### config.mk
export PLATFORM = sky130hd
export DESIGN_NAME = irq_status_agg
export DESIGN_NICKNAME = d
export VERILOG_FILES = /design/src/rtl/irq_agg_pkg.sv /design/src/rtl/irq_status_capture.sv /design/src/rtl/irq_enable_reg.sv /design/src/rtl/irq_line_gen.sv /design/src/rtl/irq_status_agg.sv
export SDC_FILE = /design/constraint.sdc
export NUM_CORES = 1
export LEC_CHECK = 0
export ABC_AREA = 1
export BUFFER_PORTS_ARGS = -buffer_cell sky130_fd_sc_hd__buf_2
export CAP_MARGIN = 20
export CELL_PAD_IN_SITES_DETAIL_PLACEMENT = 0
export CELL_PAD_IN_SITES_GLOBAL_PLACEMENT = 1
export CORE_MARGIN = 4
export CORE_UTILIZATION = 29
export DETAILED_ROUTE_END_ITERATION = 6
export PLACE_DENSITY_LB_ADDON = 0.1
export RECOVER_POWER = 25
export SLEW_MARGIN = 20
export SYNTH_ARGS = -nofsm -noshare
export SYNTH_HDL_FRONTEND = slang
export SYNTH_HIERARCHICAL = 1
export SYNTH_SLANG_ARGS = --single-unit
### constraint.sdc
create_clock -name clk -period 1.2 [get_ports clk]
set_input_delay 0.24 -clock clk [delete_from_list [all_inputs] [get_ports clk]]
set_output_delay 0.24 -clock clk [all_outputs]
set_load 0.02 [all_outputs]
### src/rtl/irq_agg_pkg.sv
package irq_agg_pkg;
  localparam int unsigned BANKS_DEF = 4;
  localparam int unsigned SRCS_DEF  = 6;

  // Bank-group bits are always eligible; source bits need their enable.
  function automatic logic bank_group_active(input logic [31:0] bank_bits);
    return |bank_bits;
  endfunction

  function automatic logic src_group_active(input logic [31:0] src_bits,
                                            input logic [31:0] src_en);
    return |(src_bits & src_en);
  endfunction

  function automatic logic line_request(input logic [31:0] bank_bits,
                                        input logic [31:0] src_bits,
                                        input logic [31:0] src_en,
                                        input logic        glob_en);
    return glob_en & (bank_group_active(bank_bits) |
                      src_group_active(src_bits, src_en));
  endfunction
endpackage

### src/rtl/irq_status_capture.sv
module irq_status_capture #(
  parameter int unsigned NB = 4,
  parameter int unsigned NS = 6,
  localparam int unsigned STW = NB + NS
) (
  input  logic           clk,
  input  logic           rst_n,
  input  logic [NB-1:0]  bank_i,
  input  logic [NS-1:0]  src_i,
  output logic [STW-1:0] status_o
);
  // Low group: one flop per bank summary.
  for (genvar b = 0; b < NB; b++) begin : g_bank
    always_ff @(posedge clk or negedge rst_n) begin
      if (!rst_n) status_o[b] <= 1'b0;
      else        status_o[b] <= bank_i[b];
    end
  end

  // High group: one flop per level source, in source order.
  for (genvar s = 0; s < NS; s++) begin : g_src
    always_ff @(posedge clk or negedge rst_n) begin
      if (!rst_n) status_o[NB+s] <= 1'b0;
      else        status_o[NB+s] <= src_i[s];
    end
  end
endmodule

### src/rtl/irq_enable_reg.sv
module irq_enable_reg #(
  parameter int unsigned NS = 6,
  localparam int unsigned MW = NS + 1,
  localparam int unsigned GEN_BIT = NS
) (
  input  logic          clk,
  input  logic          rst_n,
  input  logic          we_i,
  input  logic [MW-1:0] wdata_i,
  output logic [MW-1:0] mask_o,
  output logic [NS-1:0] src_en_o,
  output logic          glob_en_o
);
  logic [MW-1:0] mask_q;

  always_ff @(posedge clk or negedge rst_n) begin
    if (!rst_n)    mask_q <= '0;
    else if (we_i) mask_q <= wdata_i;
  end

  assign mask_o    = mask_q;
  assign src_en_o  = mask_q[NS-1:0];
  assign glob_en_o = mask_q[GEN_BIT];
endmodule

### src/rtl/irq_line_gen.sv
module irq_line_gen
  import irq_agg_pkg::*;
#(
  parameter int unsigned NB = 4,
  parameter int unsigned NS = 6,
  localparam int unsigned STW = NB + NS
) (
  input  logic           clk,
  input  logic           rst_n,
  input  logic [STW-1:0] status_i,
  input  logic [NS-1:0]  src_en_i,
  input  logic           glob_en_i,
  output logic           pending_o,
  output logic           irq_o
);
  logic [31:0] bank_bits, src_bits, en_bits;
  logic [NS-1:0] src_eligible;

  always_comb begin
    bank_bits = '0;
    src_bits  = '0;
    en_bits   = '0;
    bank_bits[NB-1:0] = status_i[NB-1:0];
    src_bits[NS-1:0]  = status_i[STW-1:NB];
    en_bits[NS-1:0]   = src_en_i;
  end

  for (genvar s = 0; s < NS; s++) begin : g_elig
    assign src_eligible[s] = status_i[NB+s] & src_en_i[s];
  end

  assign pending_o = line_request(bank_bits, src_bits, en_bits, glob_en_i);

  // Registered line: drops the cycle after pending empties, giving a
  // fresh rising edge for the next request.
  always_ff @(posedge clk or negedge rst_n) begin
    if (!rst_n) irq_o <= 1'b0;
    else        irq_o <= pending_o;
  end


  glob_off_quiet_chk: assert property (@(posedge clk) disable iff (!rst_n)
    !$past(glob_en_i) |-> !irq_o);


  raise_on_eligible_chk: assert property (@(posedge clk) disable iff (!rst_n)
    ($past(glob_en_i) && ($past(|status_i[NB-1:0]) || $past(|src_eligible)))
      |-> irq_o);


  disabled_src_quiet_chk: assert property (@(posedge clk) disable iff (!rst_n)
    ($past(status_i[NB-1:0] == '0) && $past(src_eligible == '0)) |-> !irq_o);


  empty_drops_chk: assert property (@(posedge clk) disable iff (!rst_n)
    $past(status_i == '0) |-> !irq_o);
endmodule

### src/rtl/irq_status_agg.sv
module irq_status_agg
  import irq_agg_pkg::*;
#(
  parameter int unsigned NB = BANKS_DEF,
  parameter int unsigned NS = SRCS_DEF,
  localparam int unsigned STW = NB + NS,
  localparam int unsigned MW  = NS + 1
) (
  input  logic           clk,
  input  logic           rst_n,
  input  logic [NB-1:0]  bank_irq_i,
  input  logic [NS-1:0]  src_irq_i,
  input  logic           mask_we_i,
  input  logic [MW-1:0]  mask_wdata_i,
  output logic [STW-1:0] status_o,
  output logic [MW-1:0]  mask_o,
  output logic           host_irq_o
);
  logic [STW-1:0] status_w;
  logic [NS-1:0]  src_en_w;
  logic           glob_en_w;
  logic           pending_w;

  irq_status_capture #(.NB(NB), .NS(NS)) u_cap (
    .clk(clk), .rst_n(rst_n), .bank_i(bank_irq_i), .src_i(src_irq_i),
    .status_o(status_w));

  irq_enable_reg #(.NS(NS)) u_en (
    .clk(clk), .rst_n(rst_n), .we_i(mask_we_i), .wdata_i(mask_wdata_i),
    .mask_o(mask_o), .src_en_o(src_en_w), .glob_en_o(glob_en_w));

  irq_line_gen #(.NB(NB), .NS(NS)) u_line (
    .clk(clk), .rst_n(rst_n), .status_i(status_w), .src_en_i(src_en_w),
    .glob_en_i(glob_en_w), .pending_o(pending_w), .irq_o(host_irq_o));

  assign status_o = status_w;


  mask_load_chk: assert property (@(posedge clk) disable iff (!rst_n)
    $past(mask_we_i) |-> (mask_o == $past(mask_wdata_i)));


  bank_mirror_chk: assert property (@(posedge clk) disable iff (!rst_n)
    status_o[NB-1:0] == $past(bank_irq_i));
endmodule

### Yosys cells after proc, flatten, opt, wreduce, memory -nomap -nowiden

Index checks and enable logic that the tools add are counted.

| word-level totals | value |
|---|---|
| register bits after elaboration | 18 |
| input bits | 20 |
| output and inout port bits | 18 |
| word-level logic and storage cells | 17 |

| operators by class | value |
|---|---|
| bitwise operators | 3 |
| reduce and logical (&&, ||, !) cells | 2 |

Operators with widths:

| kind | count |
|---|---|
| 32-bit OR reduction | 1 |
| 6-bit AND | 1 |
| 4-bit OR reduction | 1 |
| 1-bit AND | 1 |
| 1-bit bitwise OR | 1 |

### Depth between registers and ports, before layout

| logic depth | value |
|---|---|
| depth after elaboration | 4 |
| gate-level depth with buffers | 5 |
| mapped depth without buffers | 4 |

### Cells and area by module

Netlist, hierarchy kept.

Modules (own cells, without submodules):

| module | times used | cells an instance | area an instance (sq um) |
|---|---|---|---|
| irq_enable_reg | 1 | 37 | 321.6 |
| irq_status_capture | 1 | 10 | 250.2 |
| irq_line_gen | 1 | 17 | 95.1 |

### Least setup slack after synthesis

No wires, ideal clock.

| timing | value |
|---|---|
| kind | register to register |
| from | register u_en.mask_q[0], in the netlist u_en/mask_o[0] |
| to | register u_line.irq_o |
| library setup time | 120 ps |
| arrival | 866 ps |
| data required time | 1080 ps |
| slack | 214 ps |
| stages on the path, launching flop included | 6 |
| buffers on the path | 1 |
| clock period less this slack | 986 ps |
| cell sequence | dfrtp_1 buf_4 nand2_1 nand2_1 nor2_1 a21oi_2 |

| between the ends | value |
|---|---|
| cells in the longest elaborated chain, start to end | 4 |

RTL lines:

| item | RTL line | RTL |
|---|---|---|
| start, declared | irq_enable_reg.sv:14 | `logic [MW-1:0] mask_q;` |
| start signal, assigned | irq_enable_reg.sv:18 | `else if (we_i) mask_q <= wdata_i;` |
| 6-bit AND | irq_agg_pkg.sv:12 | `return \|(src_bits & src_en);` |
| 32-bit OR reduction | irq_agg_pkg.sv:12 |  |
| 1-bit bitwise OR | irq_agg_pkg.sv:19 | `return glob_en & (bank_group_active(bank_bits) \|` |
| 1-bit AND | irq_agg_pkg.sv:19 |  |
| named net pending_w | irq_status_agg.sv:22 | `logic pending_w;` |
| end signal, assigned | irq_line_gen.sv:38 | `else irq_o <= pending_o;` |
| end, declared | irq_line_gen.sv:14 | `output logic irq_o` |

The timed path passes the listed nets, and every way through them passes these cells.
A chain may end at the register's enable or synchronous reset.

### Final worst setup path

| timing | value |
|---|---|
| from | register u_en.mask_q[0], in the netlist u_en/mask_o[0] |
| to | output port mask_o[0] |

RTL lines:

| item | RTL line | RTL |
|---|---|---|
| end, declared | irq_status_agg.sv:16 | `output logic [MW-1:0] mask_o,` |

No word-level cell between the ends.

==> flow_results.org <==
** Routing
- The count of nets left with antenna violations once routing finished came out at 0.
- After detailed routing, the number of vias per cell comes to around 3.9.
- The first routing iteration left 2 violations.
- Detailed routing inserted a total of around 500 vias.
- In the routed design, unresolved DRC markers number 0.
- Total Wirelength :: between 1000 and 1500 microns
- The first detailed-routing pass took 2 iterations.
- Dividing the detail-routed wire length by the instance count gives roughly 11 microns.

** Global routing
- The initial antenna violation count is 0.
- For met2 alone, demand over resource in global routing was 16.72%.
- Overall overflow remaining after global route :: 0
- Global-route wire length before repair :: around 2300 microns
- In the global route stage, met1 resource usage came out at under 10%.
- Met3 Use GR :: around 2.6%
- Via count of the first global-routing pass :: ~560
- In the global route stage, overall resource usage came out at 9.531%.
- Largest net degree at the start of global routing :: 19
- met2 is the most crowded layer.

** Logic synthesis
- The synthesized netlist devotes between 20% and 30% of its cell area to simple gates.
- Post-synth cell types :: 9
- Summing the areas of all compound-gate instances in the mapped netlist gives about 1.3% of the synthesized area.
- After synthesis, the largest family of logic cells by area is simple AND/OR/NAND/NOR gates.
- In the synthesized netlist, mux cells make up 0% of the area.
- Total standard cell area after synthesis :: 666.9 sq um
- Synthesized instance count :: between 60 and 70
- Synthesized net count :: 84
- Proportion of synthesized chip area in sequential cells :: slightly below 70%
- During synthesis, Yosys emitted a total of 6 warnings.
- Mean post-synth cell area :: between 10 and 15 sq um
- Number of register bits inferred by synthesis :: 18
- Adder-Cell Fraction of Synth Area :: 0%
- XOR/XNOR share of the synthesized area :: 0%

** Power and ir drop
- Overall power of the completed layout :: between 1 and 1.5 mW
- IR analysis of the VDD net gives a maximum drop of slightly above 600 uV.
- Pwr Density :: about 1400 nW/um^2
- Static Leakage :: a little under 0.5 nW

** Layout
- Fraction of final layout cells with drive strength greater than 1 :: between 40% and 50%
- Number of diodes :: 0
- After routing the design area is approximately 870 sq um.
- NumNets Final :: between 100 and 150
- Compared with the post-synthesis result, the final layout area differs by 30.39%.
- Leaving out fill and tap cells, the most frequent cell in the layout is sky130_fd_sc_hd__buf_2.
- The top cell types in the final layout, fill and taps aside, are sky130_fd_sc_hd__buf_2, sky130_fd_sc_hd__nand2_1, sky130_fd_sc_hd__dfrtp_1, sky130_fd_sc_hd__clkbuf_4.

** Floorplanning
- Area inside the core boundary :: around 2200 sq um
- After floorplanning, the core was divided into 17 placement rows.
- 38 I/O pins were placed.
- The die is around 56 microns tall.
- Initial core utilization :: a little under a third
- Die outline area :: around 3100 sq um
- The die is about 56 microns wide.

** Clocking
- Setup repair bufs after CTS :: 0
- The later pin in the worst-skew pair is clocked with a latency of approximately 0.28 ns.
- Total clock sinks :: 18
- After clock tree synthesis, the clock-pin slew on the worst setup and hold paths is around 0.10 ns.
- TritonCTS clock tree :: yes
- Clock tree synthesis inserted a total of 3 buffers.
- The root buffer cell chosen for the clock tree is sky130_fd_sc_hd__clkbuf_4.
- Counting along the longest clock path gives a buffer depth of 2.
- Buffers inserted to repair hold after CTS numbered 1.
- Post-CTS repair changed the size of 0 cells.
- Number of H-tree branching levels :: 1

** STA
- Timing would allow up to around 0.9 GHz.
- Number of hold violations in the final report :: 0
- Setup repair after global routing missed its margin :: false
- For the final database, setup skew stands at approximately 0.00046 ns.
- Setup total negative slack on the finished layout was measured at 0 ns.
- The count of pins over their slew limit is 0.
- Hold_ws :: approximately 0.053 ns
- For the pin with the worst max-slew slack, the measured transition is between 0.3 and 0.4 ns.
- Final worst path period need :: around 1.1 ns
- Post-route fraction of the period consumed by the critical path :: around nine tenths
- Final setup fails :: 0
- Headroom to the max-slew limit came out at roughly 74%.

** Setup path
- Master of the slowest instance on the critical path :: sky130_fd_sc_hd__dfrtp_1
- Setup slack on the worst reg-to-reg path comes out at roughly 0.37 ns.
- The kind of cell with the highest combined delay along the critical path is flip-flops.
- Data required time at the worst endpoint :: 0.96 ns
- STA classifies the critical path startpoint as a register.
- By startpoint and endpoint, the worst setup path is classified as register to output pin.
- For this run, the slowest stage of the critical path takes approximately 0.41 ns.
- Counting cells, the worst reg-to-reg path comes to 4.
- Critical path cell sequence :: buf_2
- Reg-to-Reg Start :: u_en/mask_o[0]
- In this run the critical register-to-register path is captured at u_line/irq_o.
- Together, buffers and inverters on the worst path number 1.
- Along the worst path, the maximum fanout reaches 3.
- Data on the critical path arrives at its endpoint at between 0.8 and 0.9 ns.
- Critical Path End Type :: output pin

** Min path
- In this run the worst hold path is classified as input port to register.
- Hold path start :: bank_irq_i[0]
- For hold timing, the worst endpoint is u_cap/status_o[0].
- Worst hold path depth :: 1

** Outcome
- Outcome :: finished clean

** Job
- Max-cap violations :: 0

** Placed design
- The congestion estimate from routability-driven global placement came to between 0.6 and 0.7.
- Buffers placed on the I/O ports in this run total 37.
- Once placement finished, the instance area stood at 823.3 sq um.
- After legalization and detailed placement, the total HPWL measured 1038 microns.
-- state kept, by name (all words and copies together), names as in the netlist --
register and count:
u_en/mask_o 7, u_cap/status_o 10, u_line/irq_o 1
-- worst max-delay path by stage --
stage                        end      startpoint  cells after the start
floorplan           u_line/irq_o  u_en/mask_o[0]                      5
global placement    u_line/irq_o  u_en/mask_o[0]                      4
detailed placement  u_line/irq_o  u_en/mask_o[0]                      4
CTS                    mask_o[1]  u_en/mask_o[1]                      1
global route           mask_o[1]  u_en/mask_o[1]                      1
finish                 mask_o[0]  u_en/mask_o[0]                      1
-- kinds of logic (layout without fill, tap and decap cells) --
family / after synthesis / in the layout
compound gates: 1 / 1
buf+inv: 10 / 44
flops: 18 / 18
simple gates: 35 / 35
-- synthesized netlist by cell type, drive strengths merged --
master  count  area share (%)
inv         2             1.1
nor2        4             3.0
nand2      31              17
buf         8             9.6
dfrtp      18              68
a21oi       1             1.3
-- final cells by class --
class	count	area, sq um
timing repair buffer	38	195.2
inverter	2	7.507
sequential	18	450.4
multi-input combinational	36	145.1
fill	248	1321
tap	28	35.03
clock buffer	4	36.28
-- per-stage QoR --
| step | utilization [%] | worst slack, ns | cells |
|---|---|---|---|
| after global routing | 39.69 | 0.04205 | 126 |
| after floorplan | - | 0.2143 | 64 |
| after CTS | 39.69 | 0.07484 | 126 |
| after detailed placement | 37.58 | 0.3536 | 121 |
| final | 39.69 | 0.09748 | 126 |
| after global placement | 37.58 | 0.3727 | 121 |
-- routing by layer --
metal  vias up  routed length [microns]
li1        252                        -
met1       223                      532
met2        18                      694
met3         2                       89
met4         0                       13
met5         -                        0
-- power breakdown --
| group | leakage, nW | internal, mW | switching [mW] |
|---|---|---|---|
| registers | 0.214 | 0.647 | 0.0248 |
| logic | 0.258 | 0.0697 | 0.118 |
| clock network | 0.0210 | 0.185 | 0.175 |
| total | 0.493 | 0.902 | 0.318 |
No activity file was read; power rests on OpenSTA's default activity.
